`src/rtl/hbus_pkg.sv`:
```
package hbus_pkg;
  typedef enum logic [1:0] {
    ST_IDLE   = 2'd0,
    ST_STROBE = 2'd1,
    ST_HOLD   = 2'd2
  } seq_state_e;
endpackage

```
`src/rtl/hbus_sync.sv`:
```
module hbus_sync #(
  parameter int W      = 2,
  parameter int STAGES = 2
) (
  input  logic         clk,
  input  logic         rst_n,
  input  logic [W-1:0] d,
  output logic [W-1:0] q
);
  logic [W-1:0] pipe [STAGES];

  genvar g;
  generate
    for (g = 0; g < STAGES; g++) begin : g_stage
      if (g == 0) begin : g_first
        always_ff @(posedge clk or negedge rst_n) begin
          if (!rst_n) pipe[g] <= '0;
          else        pipe[g] <= d;
        end
      end else begin : g_rest
        always_ff @(posedge clk or negedge rst_n) begin
          if (!rst_n) pipe[g] <= '0;
          else        pipe[g] <= pipe[g-1];
        end
      end
    end
  endgenerate

  assign q = pipe[STAGES-1];
endmodule

```
`src/rtl/hbus_rst_sync.sv`:
```
module hbus_rst_sync #(
  parameter int STAGES = 2
) (
  input  logic clk,
  input  logic arst_n,
  output logic srst_n
);
  logic [STAGES-1:0] chain;

  always_ff @(posedge clk or negedge arst_n) begin
    if (!arst_n) chain <= '0;
    else         chain <= {chain[STAGES-2:0], 1'b1};
  end

  assign srst_n = chain[STAGES-1];
endmodule

```
`src/rtl/hbus_seq.sv`:
```
module hbus_seq
  import hbus_pkg::*;
(
  input  logic clk,
  input  logic rst_n,
  input  logic cs_act,
  input  logic iack_act,
  output logic start,
  output logic start_iack,
  output logic strobe,
  output logic ack,
  output logic cyc_iack
);
  seq_state_e state, state_nx;
  logic       live;

  assign start      = (state == ST_IDLE) && (cs_act || iack_act);
  assign start_iack = iack_act;
  assign live       = cyc_iack ? iack_act : cs_act;

  always_comb begin
    state_nx = state;
    unique case (state)
      ST_IDLE:   if (start) state_nx = ST_STROBE;
      ST_STROBE: state_nx = ST_HOLD;
      ST_HOLD:   if (!live) state_nx = ST_IDLE;
      default:   state_nx = ST_IDLE;
    endcase
  end

  always_ff @(posedge clk or negedge rst_n) begin
    if (!rst_n) begin
      state    <= ST_IDLE;
      cyc_iack <= 1'b0;
    end else begin
      state <= state_nx;
      if (start) cyc_iack <= iack_act;
    end
  end

  assign strobe = (state == ST_STROBE);
  assign ack    = (state == ST_HOLD);


  ack_after_strobe_chk: assert property (@(posedge clk) disable iff (!rst_n)
    $rose(ack) |-> $past(strobe));


  hold_while_live_chk: assert property (@(posedge clk) disable iff (!rst_n)
    (ack && live) |=> ack);
endmodule

```
`src/rtl/hbus_decode.sv`:
```
module hbus_decode #(
  parameter int SEL_W = 4,
  parameter int DW    = 8,
  localparam int SLOTS = 1 << SEL_W
) (
  input  logic               clk,
  input  logic               rst_n,
  input  logic               start,
  input  logic               start_iack,
  input  logic               strobe,
  input  logic               rw,
  input  logic [SEL_W-1:0]   rsel,
  input  logic [DW-1:0]      wdata,
  input  logic [SLOTS*DW-1:0] slot_rdata,
  input  logic [DW-1:0]      ivec,
  output logic [SLOTS-1:0]   wr_en,
  output logic [SLOTS-1:0]   rd_en,
  output logic [DW-1:0]      wdata_q,
  output logic [DW-1:0]      rdata
);
  logic [SLOTS-1:0] hit;
  logic [SEL_W-1:0] addr_q;
  logic             iack_q;

  genvar g;
  generate
    for (g = 0; g < SLOTS; g++) begin : g_hit
      assign hit[g] = (rsel == SEL_W'(g));
    end
  endgenerate

  always_ff @(posedge clk or negedge rst_n) begin
    if (!rst_n) begin
      wr_en   <= '0;
      rd_en   <= '0;
      addr_q  <= '0;
      iack_q  <= 1'b0;
      wdata_q <= '0;
    end else begin
      wr_en <= (start && !start_iack && !rw) ? hit : '0;
      rd_en <= (start && !start_iack &&  rw) ? hit : '0;
      if (start) begin
        addr_q  <= rsel;
        iack_q  <= start_iack;
        wdata_q <= wdata;
      end
    end
  end

  always_ff @(posedge clk or negedge rst_n) begin
    if (!rst_n)      rdata <= '0;
    else if (strobe) rdata <= iack_q ? ivec : slot_rdata[addr_q*DW +: DW];
  end


  enables_onehot_chk: assert property (@(posedge clk) disable iff (!rst_n)
    $onehot0({wr_en, rd_en}));


  enable_single_pulse_chk: assert property (@(posedge clk) disable iff (!rst_n)
    (|{wr_en, rd_en}) |=> !(|{wr_en, rd_en}));
endmodule

```
`src/rtl/hbus_access_ctrl.sv`:
```
module hbus_access_ctrl #(
  parameter int SEL_W       = 4,
  parameter int DW          = 8,
  parameter int SYNC_STAGES = 2,
  localparam int SLOTS = 1 << SEL_W
) (
  input  logic                ref_clk,
  input  logic                host_rst_n,
  input  logic                cs_n,
  input  logic                rw,
  input  logic [SEL_W-1:0]    rsel,
  input  logic                iack_n,
  input  logic [DW-1:0]       host_wdata,
  input  logic [SLOTS*DW-1:0] slot_rdata,
  input  logic [DW-1:0]       ivec,
  output logic                dev_rst_n,
  output logic [SLOTS-1:0]    slot_wr_en,
  output logic [SLOTS-1:0]    slot_rd_en,
  output logic [DW-1:0]       slot_wdata,
  output logic [DW-1:0]       host_rdata,
  output logic                dtack_n
);
  logic [1:0] sel_raw, sel_sync;
  logic start, start_iack, strobe, ack_w, cyc_iack, live_raw;

  hbus_rst_sync #(.STAGES(SYNC_STAGES)) u_rst (
    .clk(ref_clk), .arst_n(host_rst_n), .srst_n(dev_rst_n)
  );

  assign sel_raw = {~iack_n, ~cs_n};

  hbus_sync #(.W(2), .STAGES(SYNC_STAGES)) u_sync (
    .clk(ref_clk), .rst_n(dev_rst_n), .d(sel_raw), .q(sel_sync)
  );

  hbus_seq u_seq (
    .clk(ref_clk), .rst_n(dev_rst_n),
    .cs_act(sel_sync[0]), .iack_act(sel_sync[1]),
    .start(start), .start_iack(start_iack), .strobe(strobe),
    .ack(ack_w), .cyc_iack(cyc_iack)
  );

  hbus_decode #(.SEL_W(SEL_W), .DW(DW)) u_dec (
    .clk(ref_clk), .rst_n(dev_rst_n),
    .start(start), .start_iack(start_iack), .strobe(strobe),
    .rw(rw), .rsel(rsel), .wdata(host_wdata),
    .slot_rdata(slot_rdata), .ivec(ivec),
    .wr_en(slot_wr_en), .rd_en(slot_rd_en),
    .wdata_q(slot_wdata), .rdata(host_rdata)
  );

  assign live_raw = cyc_iack ? ~iack_n : ~cs_n;
  assign dtack_n  = ~(ack_w & live_raw & dev_rst_n);


  ack_follows_enable_chk: assert property (@(posedge ref_clk) disable iff (!dev_rst_n)
    (|{slot_wr_en, slot_rd_en}) |=> ack_w);


  rdata_stable_chk: assert property (@(posedge ref_clk) disable iff (!dev_rst_n)
    (ack_w && $past(ack_w)) |-> $stable(host_rdata));
endmodule

```
`config.mk`:
```
export PLATFORM = sky130hd
export DESIGN_NAME = hbus_access_ctrl
export DESIGN_NICKNAME = d
export VERILOG_FILES = /design/src/rtl/hbus_pkg.sv /design/src/rtl/hbus_sync.sv /design/src/rtl/hbus_rst_sync.sv /design/src/rtl/hbus_seq.sv /design/src/rtl/hbus_decode.sv /design/src/rtl/hbus_access_ctrl.sv
export SDC_FILE = /design/constraint.sdc
export NUM_CORES = 1
export LEC_CHECK = 0
export BUFFER_PORTS_ARGS = -buffer_cell sky130_fd_sc_hd__buf_2
export CELL_PAD_IN_SITES_DETAIL_PLACEMENT = 0
export CELL_PAD_IN_SITES_GLOBAL_PLACEMENT = 1
export CORE_UTILIZATION = 34
export DETAILED_ROUTE_END_ITERATION = 6
export GPL_TIMING_DRIVEN = 0
export PLACE_DENSITY = 0.85
export SETUP_SLACK_MARGIN = 0.5
export SYNTH_ARGS = -nofsm -noshare
export SYNTH_HDL_FRONTEND = slang
export SYNTH_SLANG_ARGS = --single-unit
```
`constraint.sdc`:
```
create_clock -name ref_clk -period 5.39 [get_ports ref_clk]
set_clock_uncertainty 0.05 [all_clocks]
set_input_delay 0.539 -clock ref_clk [delete_from_list [all_inputs] [get_ports ref_clk]]
set_output_delay 0.539 -clock ref_clk [all_outputs]
set_load 0.02 [all_outputs]
```
# ---- Word-level counts from Yosys, hierarchy flattened
# Cells that the tools add are included.
dict set report classes {
  n_eq_ne 19
  shift 1
  muxes 8
  bitwise_logic 5
  reduce_logical 10
}
# operator n
set op_table {}
lappend op_table {{128-bit by 8-bit variable part select with 8-bit output} 1}
lappend op_table {{4-bit == test, second input constant} 8}
lappend op_table {{16-bit 2-to-1 mux} 2}
lappend op_table {{4-bit by 3-bit == test with 1-bit output, second input constant} 4}
lappend op_table {{4-bit by 2-bit == test with 1-bit output, second input constant} 2}
lappend op_table {{8-bit 2-to-1 mux} 1}
lappend op_table {{2-bit one-hot mux with 3 select lines} 1}
lappend op_table {{4-bit by 1-bit == test with 1-bit output, second input constant} 1}
lappend op_table {{1-bit logical AND} 4}
lappend op_table {{4-bit logical NOT} 1}
lappend op_table {{2-bit 2-to-1 mux} 2}
lappend op_table {{1-bit NOT} 3}
lappend op_table {{1-bit bitwise AND} 2}
lappend op_table {{2-bit by 1-bit == test with 1-bit output, second input constant} 1}
lappend op_table {{2-bit == test, second input constant} 1}
lappend op_table {{1-bit logical NOT} 2}
lappend op_table {{2-bit logical NOT} 1}
lappend op_table {{1-bit 2-to-1 mux} 2}
lappend op_table {{2-bit by 1-bit != test with 1-bit output, second input constant} 1}
lappend op_table {{2-bit != test, second input constant} 1}
lappend op_table {{2-bit AND reduction} 1}
lappend op_table {{1-bit logical OR} 1}
dict set report word_totals {
  regBits 61
  out_inout_bits 50
}

# ---- Logic depth before layout (Yosys ltp)
# Gate-level depths: netlist (run 1).
dict set report depth {
  word_depth 5
  mapped_depth 5
}

# ---- By module
# Synthesis (run 1) repeated with hierarchy kept, for this count alone.
dict set report unflattened {
  cells_unflattened 270
  hier_area_um2 3303.2
}
# module instances cells_each area_each_um2
set modules_own_cells {}
lappend modules_own_cells {hbus_decode 1 244 2957.8}
lappend modules_own_cells {hbus_seq 1 13 150.1}
lappend modules_own_cells {hbus_sync 1 6 115.1}
lappend modules_own_cells {hbus_rst_sync 1 3 53.8}
lappend modules_own_cells {hbus_access_ctrl 1 4 26.3}

# ---- Worst setup path after synthesis (run 1)
# No wires, ideal clock.
dict set report synth_timing {
  kind {reg2out}
  startpoint {reg u_rst.chain[1]}
  endpoint {out dtack_n}
  arrival_ns 2.290
  required_ns 4.801
  slack_ns 2.511
  stages_incl_launch_ff 2
  cell_sequence {dfrtp_1 -> nand4b_1}
}
dict set report synth_via {
  elab_chain_cells 2
}
# item line
set synth_rtl {}
lappend synth_rtl {{start, declared} hbus_rst_sync.sv:8} ;# logic [STAGES-1:0] chain;
lappend synth_rtl {{start signal, assigned} hbus_rst_sync.sv:12} ;# else chain <= {chain[STAGES-2:0], 1'b1};
lappend synth_rtl {{1-bit bitwise AND} hbus_access_ctrl.sv:53} ;# assign dtack_n = ~(ack_w & live_raw & dev_rst_n);
lappend synth_rtl {{1-bit NOT} hbus_access_ctrl.sv:53}
lappend synth_rtl {{end, declared} hbus_access_ctrl.sv:21} ;# output logic dtack_n
# Every way passes these cells.

# ---- Worst setup path in the final report (run 1)
# Same ends and word-level chain as after synthesis.

==> impl_results.md, run 1 <==
* Status: completed
* Peak supply drop at approximately 0.00033 V
* TritonCTS buffer count at 9
* GPL Wtd Cong at between 0.8 and 0.9
* Syn nets at around 390
* Maximum operating frequency at around 440 MHz
* Remaining Overflow, GRT at 0
* Post-detail-place hpwl at 8230 µm
* Crit Path Class: reg2out
* Mapped Area at 3210 µm²
* Reg-to-Reg Start: u_seq.state[1]
* Final Max Slew Viols at 0
* Fin Hold WS at 0.226 ns
* Detailed-route wire length at around 10000 µm
* Minimum clock period at 2.28 ns
* Clk sinks at 61
* Die Y at just under 100 µm
* # DRC at 0
* First-pass GRT wire length at 15400 µm
* Worst Path Required at 4.80 ns
* Clock root cell: clkbuf_8
* CP endpoint: dtack_n
* Area Growth Syn to Fin at 41.9%
* Share of cells above drive strength 1 at 0.604
* Detailed Routing Iterations Pass 1 at 5
* H-tree depth at 3
* Number of vias per cell at 5.13
* Synth Register Bits at 61
* Starting Density at 0.349
* Crit path from: u_rst.chain[1]
* Synth Area per Inst at 13.8 µm²
* Core area at about 9000 µm²
* Leakage Power at 2.26 nW
* Hold Violations, Final at 0
* Num ports at about 200
* Fill cell count at 862
* Reg-to-reg endpoint: u_dec.addr_q[1]
* Power per cell area at ~440 nW/µm²
* Clk_lat worst skew at ~0.34 ns
* RSZ-0062 raised after global routing: no
* CP arrival at between 1.5 and 2 ns
* Vias at around 2900
* # Max-Cap Violations at 0
* Initial antenna violation count at 0
* Setup violators final at 0
* Fin crit share at 0.424
* PostCTS Resize Cnt at 0
* Yosys warns at 0
* Synth Instances at 233
* Slew HR at 0.492
* CTS tree: built
* Largest net degree at the start of global routing at 35
* Site row count at 35
* GRT Total Usage at 0.211
* Hold WC Path Type: reg2async
* Per-cell routed wire length at roughly 18 µm
* Clock Path Buffers at 2
* Die Wd at around 99 µm
* PortBufs at 200
* R2r worst-path depth at 3
* CP Capture Type: primary output
* Setup tns final at 0 ns
* Worst-Margin Slew at 0.761 ns
* Antenna-violating nets left at 0
* Die area at between 9000 and 10000 µm²
* Post-synthesis sequential area ratio at 0.475
* Fin nets at around 600
* Distinct cell type count after synthesis at 26
* Ant diodes at 0
* Vias in the first global route at 2880
* Startpoint Class: register
* Initial DRC count at roughly 220
* Reg2reg setup slack at around 3.5 ns
* Clk slew on worst S/H paths at 0.07 ns
* Crit-path max FO at 34
[timing repair]
item | in CTS | in global routing
endpoints found under the hold margin | 2 | 0
hold buffers | 1 | 0
buffers inserted | 0 | 0
[stage by stage]
stage	instance area, µm²	util	std cells	setup slack (ns)	total power [mW]
after floorplan	3210	-	233	2.51	1.35
after global placement	4350	0.473	544	2.22	1.61
after detailed placement	4370	0.476	545	3.41	1.64
after CTS	4560	0.496	561	3.03	2.01
after global routing	4560	0.496	561	2.89	2.11
final	4560	0.496	561	3.11	1.99
[cells by family (layout without fill, tap and decap cells)]
group | count (synthesis) | in the layout | share of synthesized area
other | 1 | 1 | 0.00117
DFF | 61 | 61 | 0.475
muxes | 63 | 63 | 0.326
AOI/OAI and AO/OA | 9 | 9 | 0.0241
buffers and inverters | 20 | 237 | 0.0284
and+or+nand+nor | 79 | 79 | 0.145
[report_power, final]
group | leakage [nW] | internal (mW) | switching (mW)
Combinational | 1.39 | 0.505 | 0.506
Clock | 0.0884 | 0.189 | 0.176
Sequential | 0.790 | 0.552 | 0.0591
[cell type report]
| cell class | instances | area (µm²) | share of cell area |
|---|---|---|---|
| Timing Repair Buffer | 202 | 1030 | 0.226 |
| Multi-Input combinational cell | 152 | 1600 | 0.350 |
| Buffer | 18 | 83.8 | 0.0184 |
| Clock inverter | 3 | 21.3 | 0.00466 |
| Inverter | 2 | 7.51 | 0.00165 |
| Sequential cell | 61 | 1530 | 0.335 |
| Tap cell | 111 | 139 | 0.0305 |
| Clock buffer | 12 | 155 | 0.0340 |
[flip-flops by register name (all words and copies together) (netlist names)]
| name | flops |
|---|---|
| u_dec.addr_q | 4 |
| u_dec.iack_q | 1 |
| u_dec.rd_en | 16 |
| u_dec.rdata | 8 |
| u_dec.wdata_q | 8 |
| u_dec.wr_en | 16 |
| u_rst.chain | 2 |
| u_seq.state | 2 |
| u_sync.pipe | 2 |
| u_sync.q | 2 |
[how the worst min path moves through the flow]
stage | start | depth (start not counted) | to
6_report | u_rst.chain[1] | 0 | u_dec.rd_en[11]
3_5_place_dp | u_rst.chain[1] | 0 | u_dec.wdata_q[2]
4_1_cts | u_rst.chain[1] | 0 | u_dec.wdata_q[2]
5_1_grt | u_rst.chain[1] | 0 | u_dec.wdata_q[5]
3_3_place_gp | host_rst_n | 1 | u_rst.chain[1]
2_1_floorplan | host_rst_n | 0 | u_rst.chain[0]
[metal layers]
metal,vias to the layer above,GRT usage,part of all wire
li1,1312,-,-
met1,1376,0.291,0.41
met2,174,0.311,0.48
met3,14,0.0675,0.093
met4,0,0.0735,0.022
met5,-,0,0
[Yosys cell counts]
cell,instances,area share
and2_1,8,0.016
inv_1,2,0.0023
nand4_1,1,0.0019
nor3_1,8,0.012
conb_1,1,0.0012
buf_4,3,0.0070
nor4b_4,1,0.0074
nand2_1,2,0.0023
nor4b_2,1,0.0047
nand3b_1,9,0.021
mux2i_1,18,0.056
mux2_2,13,0.046
or3b_1,3,0.0082
nand4b_1,3,0.0082
clkbuf_1,11,0.013
nor2_1,26,0.030
o2111ai_1,8,0.022
nor3_2,1,0.0031
mux4_2,32,0.22
nand2b_1,5,0.0097
buf_2,4,0.0062
nor2b_1,1,0.0019
o21bai_1,1,0.0023
dfrtp_1,61,0.48
or4b_4,1,0.0043
nand3_1,9,0.014
[critical path, cell delays in order, from the launching register on]
cell	delay, ns
dfrtp_2	0.76
buf_12	0.29
nand4b_1	0.12
buf_2	0.17
[cell usage in the layout (no fill, tap or decap), types with 2 or more instances in the layout]
cell       instances
mux2_2            13
buf_2            204
nand3b_1           9
or3b_1             3
nand4b_1           3
nand2b_1           5
nand2_1            2
mux4_2            32
nand3_1            9
clkbuf_8          11
buf_4              3
nor2_1            26
o2111ai_1          8
nor3_1             8
inv_1              2
clkbuf_1          12
and2_1             8
dfrtp_1           60
mux2i_1           18
Note: power is estimated with default switching activity, not from simulation.
==> run 2, diff against run 1 <==
Settings changed: CORE_UTILIZATION 34 to 32, PLACE_DENSITY 0.85 to 0.81.
Clock period 5.39 ns to 2.3 ns, I/O delays scaled along.
==> run 2 against run 1 <==
  * Final cell count rose by 5.2%
  * Via count rose by 0.76%
  * Clock power rose to 2.9 times the previous value
  * Die area rose by 6.1%
  * Critical path type is now reg2reg
==> impl_results.md, run 2 (synthesis gave the netlist of run 1 again) <==
* Status: completed
* Initial antenna violation count at 0 (unchanged)
* Die Wd at 102 µm (+3.0%)
* Die area at 10400 µm² (+6.1%)
* Clk slew on worst S/H paths at 0.07 ns (about the same)
* Reg-to-Reg Start: u_seq.state[1]
* Detailed-route wire length at 10200 µm (+0.56%)
* Crit-path max FO at 8 (-76%)
* Worst-Margin Slew at 0.635 ns (-0.126 ns)
* RSZ-0062 raised after global routing: yes
* Sw Pwr at 1.83 mW (+150%)
* Post-detail-place hpwl at 8050 µm (-2.2%)
* Fill cell count at 912 (+5.8%)
* Clk sinks at 61 (unchanged)
* Most frequent cells in the layout: buf_2 (202), dfrtp_1 (59), mux4_2 (32)
* Clk_lat worst skew at 0.33 ns (about the same)
* Fin crit share at 0.747
* Power share of the combinational group at 0.504 (-0.005)
* Hold Violations, Final at 0 (unchanged)
* Area Growth Syn to Fin at 48.6%
* Maximum operating frequency at about 580 MHz
* Worst Path Required at 2.51 ns (-2.29 ns)
* First-pass GRT wire length at 15200 µm (-1.1%)
* Reg2reg setup slack at 0.58 ns (-2.87 ns)
* Share of cells above drive strength 1 at 0.628 (+0.0236)
* Commonest non-fill, non-tap cell in the layout: buf_2
* Final core utilization at 0.489 (-0.00731)
* H-tree depth at 3 (unchanged)
* Ant diodes at 0 (unchanged)
* Startpoint Class: register
* Detailed Routing Iterations Pass 1 at 4 (-1)
* # DRC at 0 (unchanged)
* Fin Hold WS at 0.0814 ns (-0.145 ns)
* Tot Pwr at 5.11 mW (+160%)
* Die Y at 102 µm (+3.0%)
* Power per cell area at 1070 nW/µm² (+150%)
* Vias at 2898 (+0.76%)
* CP Capture Type: register
* Slew HR at 0.577 (+0.0850)
* Starting Density at 0.329 (-0.0207)
* Biggest regs: u_dec.rd_en x16, u_dec.wr_en x16
* Per-cell routed wire length at 17.2 µm (-4.4%)
* Fin nets at 605 (+1.0%)
* Hold WC Path Type: in2reg
* # Max-Cap Violations at 0 (unchanged)
* Num ports at 203 (unchanged)
* Vias in the first global route at 2818 (-2.2%)
* Setup tns final at 0 ns (unchanged)
* Placed insts at 566 (+3.9%)
* Leakage Power at 2.35 nW (+3.7%)
* Clock network power share at 0.210 (+0.026)
* Crit Path Class: reg2reg
* Largest net degree at the start of global routing at 33 (-5.7%)
* Reg-to-reg endpoint: u_dec.wr_en[4]
* CP arrival at 1.92 ns (+0.23 ns)
* CTS tree: built
* Clock Path Buffers at 2 (unchanged)
* Non-Filler Instances at 590 (+5.2%)
* Site row count at 36 (+2.9%)
* GRT Total Usage at 0.198 (-0.0122)
* Final Max Slew Viols at 0 (unchanged)
* Setup violators final at 0 (unchanged)
* Core area at 9770 µm² (+6.3%)
* Minimum clock period at approximately 1.7 ns
* GPL Wtd Cong at 0.864 (-2.5%)
* Number of vias per cell at 4.91 (-4.2%)
* CP endpoint: u_dec.wr_en[4]
* PortBufs at 200 (unchanged)
* Crit path from: u_seq.state[1]
* Int Pwr at 3.28 mW (+160%)
* Initial DRC count at 192 (-13%)
* TritonCTS buffer count at 9 (unchanged)
* Clock root cell: clkbuf_8
* Antenna-violating nets left at 0 (unchanged)
* R2r worst-path depth at 4 (+1)
* Remaining Overflow, GRT at 0 (unchanged)
* Sw frac at 0.358 (-0.0151)
* Seq pwr share at 0.286 (-0.021)
* Peak supply drop at 0.000532 V (+59%)
run 2: worst max-delay path, cell delays in order, from the launching register on:
cell and delay [ns]:
dfrtp_2 0.49, nor4b_4 0.29, buf_4 0.19, or4b_4 0.50, nor2_1 0.13
run 2: stage by stage:
step                area [µm²]  setup WS (ns)
floorplan                 3220          0.653
global placement          4380          0.395
detailed placement        4380          0.356
CTS                       4700          0.452
global route              4780          0.475
finish                    4780          0.582
run 2: repair_timing:
item / CTS / global route
setup buffers: 1 / 4
hold buffers: 3 / 0
resized for setup: 11 / 18
endpoints found under the hold margin: 4 / 0
setup endpoints to repair: 19 / 31
pin swaps: 0 / 3
cloned: 0 / 0
run 2: final cells by class:
| class | instances | area, µm² | area share |
|---|---|---|---|
| Clock inverter | 5 | 82.6 | 0.0173 |
| Buffer | 18 | 130 | 0.0272 |
| Clock buffer | 11 | 141 | 0.0296 |
| Sequential cell | 61 | 1530 | 0.321 |
| Tap cell | 133 | 166 | 0.0348 |
| Inverter | 2 | 7.51 | 0.00157 |
| Multi-Input combinational cell | 152 | 1640 | 0.342 |
| Timing Repair Buffer | 208 | 1080 | 0.226 |
run 2: worst min-delay path by stage:
stage	from	to	slack [ns]	depth (start not counted)
after floorplan	host_rst_n	u_rst.chain[0]	-0.12	0
after CTS	host_wdata[2]	u_dec.wdata_q[2]	0.05	2
final	host_wdata[0]	u_dec.wdata_q[0]	0.08	2
after detailed placement	host_rst_n	u_rst.chain[0]	-0.03	1
after global routing	host_wdata[3]	u_dec.wdata_q[3]	0.07	2
after global placement	host_rst_n	u_rst.chain[0]	-0.03	1
run 2: power groups by stage:
| stage | sequential, mW | clock [mW] | combinational [mW] |
|---|---|---|---|
| 6_report | 1.46 | 1.07 | 2.58 |
| 5_1_grt | 1.50 | 1.15 | 2.79 |
| 4_1_cts | 1.46 | 1.11 | 2.47 |
| 3_5_place_dp | 1.47 | 0 | 2.36 |
| 3_3_place_gp | 1.46 | 0 | 2.34 |
| 2_1_floorplan | 1.63 | 0 | 1.52 |
run 2: layer usage:
| layer | routed length, µm | track usage | up-vias |
|---|---|---|---|
| li1 | - | - | 1325 |
| met1 | 4370 | 0.283 | 1399 |
| met2 | 4910 | 0.299 | 162 |
| met3 | 739 | 0.0404 | 12 |
| met4 | 155 | 0.0714 | 0 |
| met5 | 0 | 0 | - |
==> run 3, diff against run 2 <==
Settings changed: CORE_UTILIZATION 32 to 29, PLACE_DENSITY 0.81 to 0.77.
Clock period 2.3 ns to 1.5 ns, I/O delays scaled along.
==> run 3 against run 2 <==
  * The flow now finishes with violations (setup timing)
  * Hold slack got worse by 0.066 ns
  * Flip-flop and latch count unchanged
  * Clock power up 42%
  * Routed wire length increased by 11%
  * First-iteration DRC count shrank 33%
  * Register-to-register slack worse by 0.81 ns
  * Sequential share of layout area is 4.7 points lower
  * Die area is 10% higher
  * Count of clock-buffer cells in the layout fell by 1
  * Non-clock buffer count increased by 37
  * Critical path type unchanged
==> impl_results.md, run 3 (synthesis gave the netlist of run 1 again) <==
* Status: complete, but fails checks
* Failing checks: setup timing
* Area Growth Syn to Fin at 74.8%
* Clock network power share at 0.168 (-0.042)
* Num ports at 203 (unchanged)
* Clk_lat worst skew at 0.33 ns (about the same)
* Minimum clock period at 1.73 ns (+0.0129 ns)
* # DRC at 0 (unchanged)
* Peak supply drop at 0.000780 V (+47%)
* Final core utilization at 0.518 (+0.0294)
* Detailed Routing Iterations Pass 1 at 4 (unchanged)
* Remaining Overflow, GRT at 0 (unchanged)
* Met1 global-route usage at 0.246 (-0.0370)
* PortBufs at 200 (unchanged)
* Tot Pwr at 9.04 mW (+77%)
* Global-route track usage on met2 at 0.360 (+0.0605)
* Largest net degree at the start of global routing at 31 (-6.1%)
* Initial DRC count at 129 (-33%)
* Site row count at 38 (+5.6%)
* Die Wd at 107 µm (+4.9%)
* Sw Pwr at 3.17 mW (+73%)
* First-pass GRT wire length at 17100 µm (+13%)
* Crit Path Class: reg2reg
* Setup tns final at -6.12 ns (-6.12 ns)
* Detailed-route wire length at 11300 µm (+11%)
* Int Pwr at 5.87 mW (+79%)
* Power share of the combinational group at 0.576 (+0.072)
* Antenna-violating nets left at 0 (unchanged)
* Slew HR at 0.600 (+0.0233)
* Die area at 11500 µm² (+10%)
* Clock Path Buffers at 2 (unchanged)
* GRT busiest layer: met2
* Clock root cell: clkbuf_8
* Number of vias per cell at 4.82 (-1.8%)
* Post-detail-place hpwl at 8400 µm (+4.4%)
* Vias in the first global route at 3295 (+17%)
* GPL Wtd Cong at 0.780 (-9.8%)
* GRT Total Usage at 0.198 (-0.000716)
* Maximum operating frequency at 578 MHz (-0.74%)
* Biggest regs: u_dec.rd_en x16, u_dec.wr_en x16
* Worst Path Required at 1.64 ns (-0.87 ns)
* Seq pwr share at 0.256 (-0.030)
* # Max-Cap Violations at 0 (unchanged)
* Core area at 10800 µm² (+11%)
* Clk slew on worst S/H paths at 0.08 ns (about the same)
* TritonCTS buffer count at 9 (unchanged)
* Sw frac at 0.351 (-0.00694)
* Share of cells above drive strength 1 at 0.702 (+0.0744)
* Worst-Margin Slew at 0.600 ns (-0.0349 ns)
* Hold WC Path Type: in2reg
* CP arrival at 1.87 ns (-0.05 ns)
* Final Max Slew Viols at 0 (unchanged)
* Commonest non-fill, non-tap cell in the layout: buf_2
* Setup ws final at -0.230 ns (-0.813 ns)
* Power per cell area at 1610 nW/µm² (+50%)
* H-tree depth at 3 (unchanged)
* Met3 usage at 0.0278 (-0.0125)
* RSZ-0062 raised after global routing: yes
* Starting Density at 0.296 (-0.0323)
* Setup violators final at 49 (+49)
* Leakage Power at 2.66 nW (+13%)
* Startpoint Class: register
* Fin nets at 642 (+6.1%)
* Crit-path max FO at 7 (-1)
* Initial antenna violation count at 0 (unchanged)
* CTS tree: built
* Ant diodes at 0 (unchanged)
* Hold Violations, Final at 0 (unchanged)
* Vias at 3059 (+5.6%)
* Most frequent cells in the layout: buf_2 (151), buf_6 (64), dfrtp_1 (57)
* Fin crit share at 1.15 (+0.407)
* Clk sinks at 61 (unchanged)
* Die Y at 107 µm (+4.9%)
* Per-cell routed wire length at 17.8 µm (+3.3%)
* CP Capture Type: register
run 3: cell count changes in the layout (fill, tap and decap cells not counted), sizes merged:
cell | previous run | this run
buf | 213 | 242
dlygate4sd3 | 3 | 10
bufinv | 2 | 1
clkinvlp | 0 | 2
run 3: per-stage QoR:
step / worst slack [ns] / std cells / hold WS [ns] / instance area (µm²)
after floorplan: -0.0594 / 233 / -0.196 / 3310
after global placement: -0.395 / 573 / -0.114 / 4480
after detailed placement: -0.413 / 573 / -0.109 / 4480
after CTS: -0.222 / 619 / 0.00208 / 5400
after global routing: -0.293 / 634 / 0.000318 / 5620
final: -0.230 / 634 / 0.0154 / 5620
run 3: routing by layer:
layer  vias up  share of wire  wire (µm)
li1       1402              -          -
met1      1511           0.41       4600
met2       138           0.54       6120
met3         8          0.041        460
met4         0         0.0099        112
met5         -              0          0
run 3: worst paths after layout:
| kind | from | to | slack [ns] | depth (start not counted) |
|---|---|---|---|---|
| worst max-delay path | u_dec.addr_q[0] | u_dec.rdata[0] | -0.23 | 5 |
| worst min-delay path | host_wdata[2] | u_dec.wdata_q[2] | 0.02 | 2 |
| min in group asynchronous | host_rst_n | u_rst.chain[0] | 0.07 | 2 |
| max in group asynchronous | u_rst.chain[1] | u_dec.rd_en[0] | 0.70 | 2 |
| worst max register to register | u_dec.addr_q[0] | u_dec.rdata[0] | -0.23 | 5 |
| worst min register to register | u_rst.chain[1] | u_dec.rd_en[5] | 0.28 | 1 |
run 3: power by group through the flow:
stage / sequential [mW] / clock [mW] / combinational, mW
after floorplan: 2.53 / 0 / 2.60
after global placement: 2.27 / 0 / 3.88
after detailed placement: 2.29 / 0 / 3.93
after CTS: 2.30 / 1.55 / 4.78
after global routing: 2.35 / 1.63 / 5.53
final: 2.31 / 1.52 / 5.21
run 3: critical path, stage by stage (launching register included):
cell,delay [ns]
dfrtp_1,0.36
buf_6,0.16
clkbuf_16,0.16
mux4_2,0.48
mux2i_1,0.24
o2111ai_1,0.14
run 3: layout make-up:
class | instances | area (µm²)
Timing Repair Buffer | 245 | 1760
Tap cell | 140 | 175
Fill cell | 935 | 5230
Multi-Input combinational cell | 152 | 1780
Clock inverter | 6 | 71.3
Clock buffer | 10 | 138
Buffer | 18 | 149
Inverter | 2 | 7.51
Sequential cell | 61 | 1530
run 3: what timing repair did:
item                                    CTS  global route
endpoints found under the setup margin  164           105
resized for setup                       136            24
pin swaps                                11             5
gates cloned                              1             1
setup buffers                            19            14
hold endpoints to repair                 11             0
hold buffers                             10             0
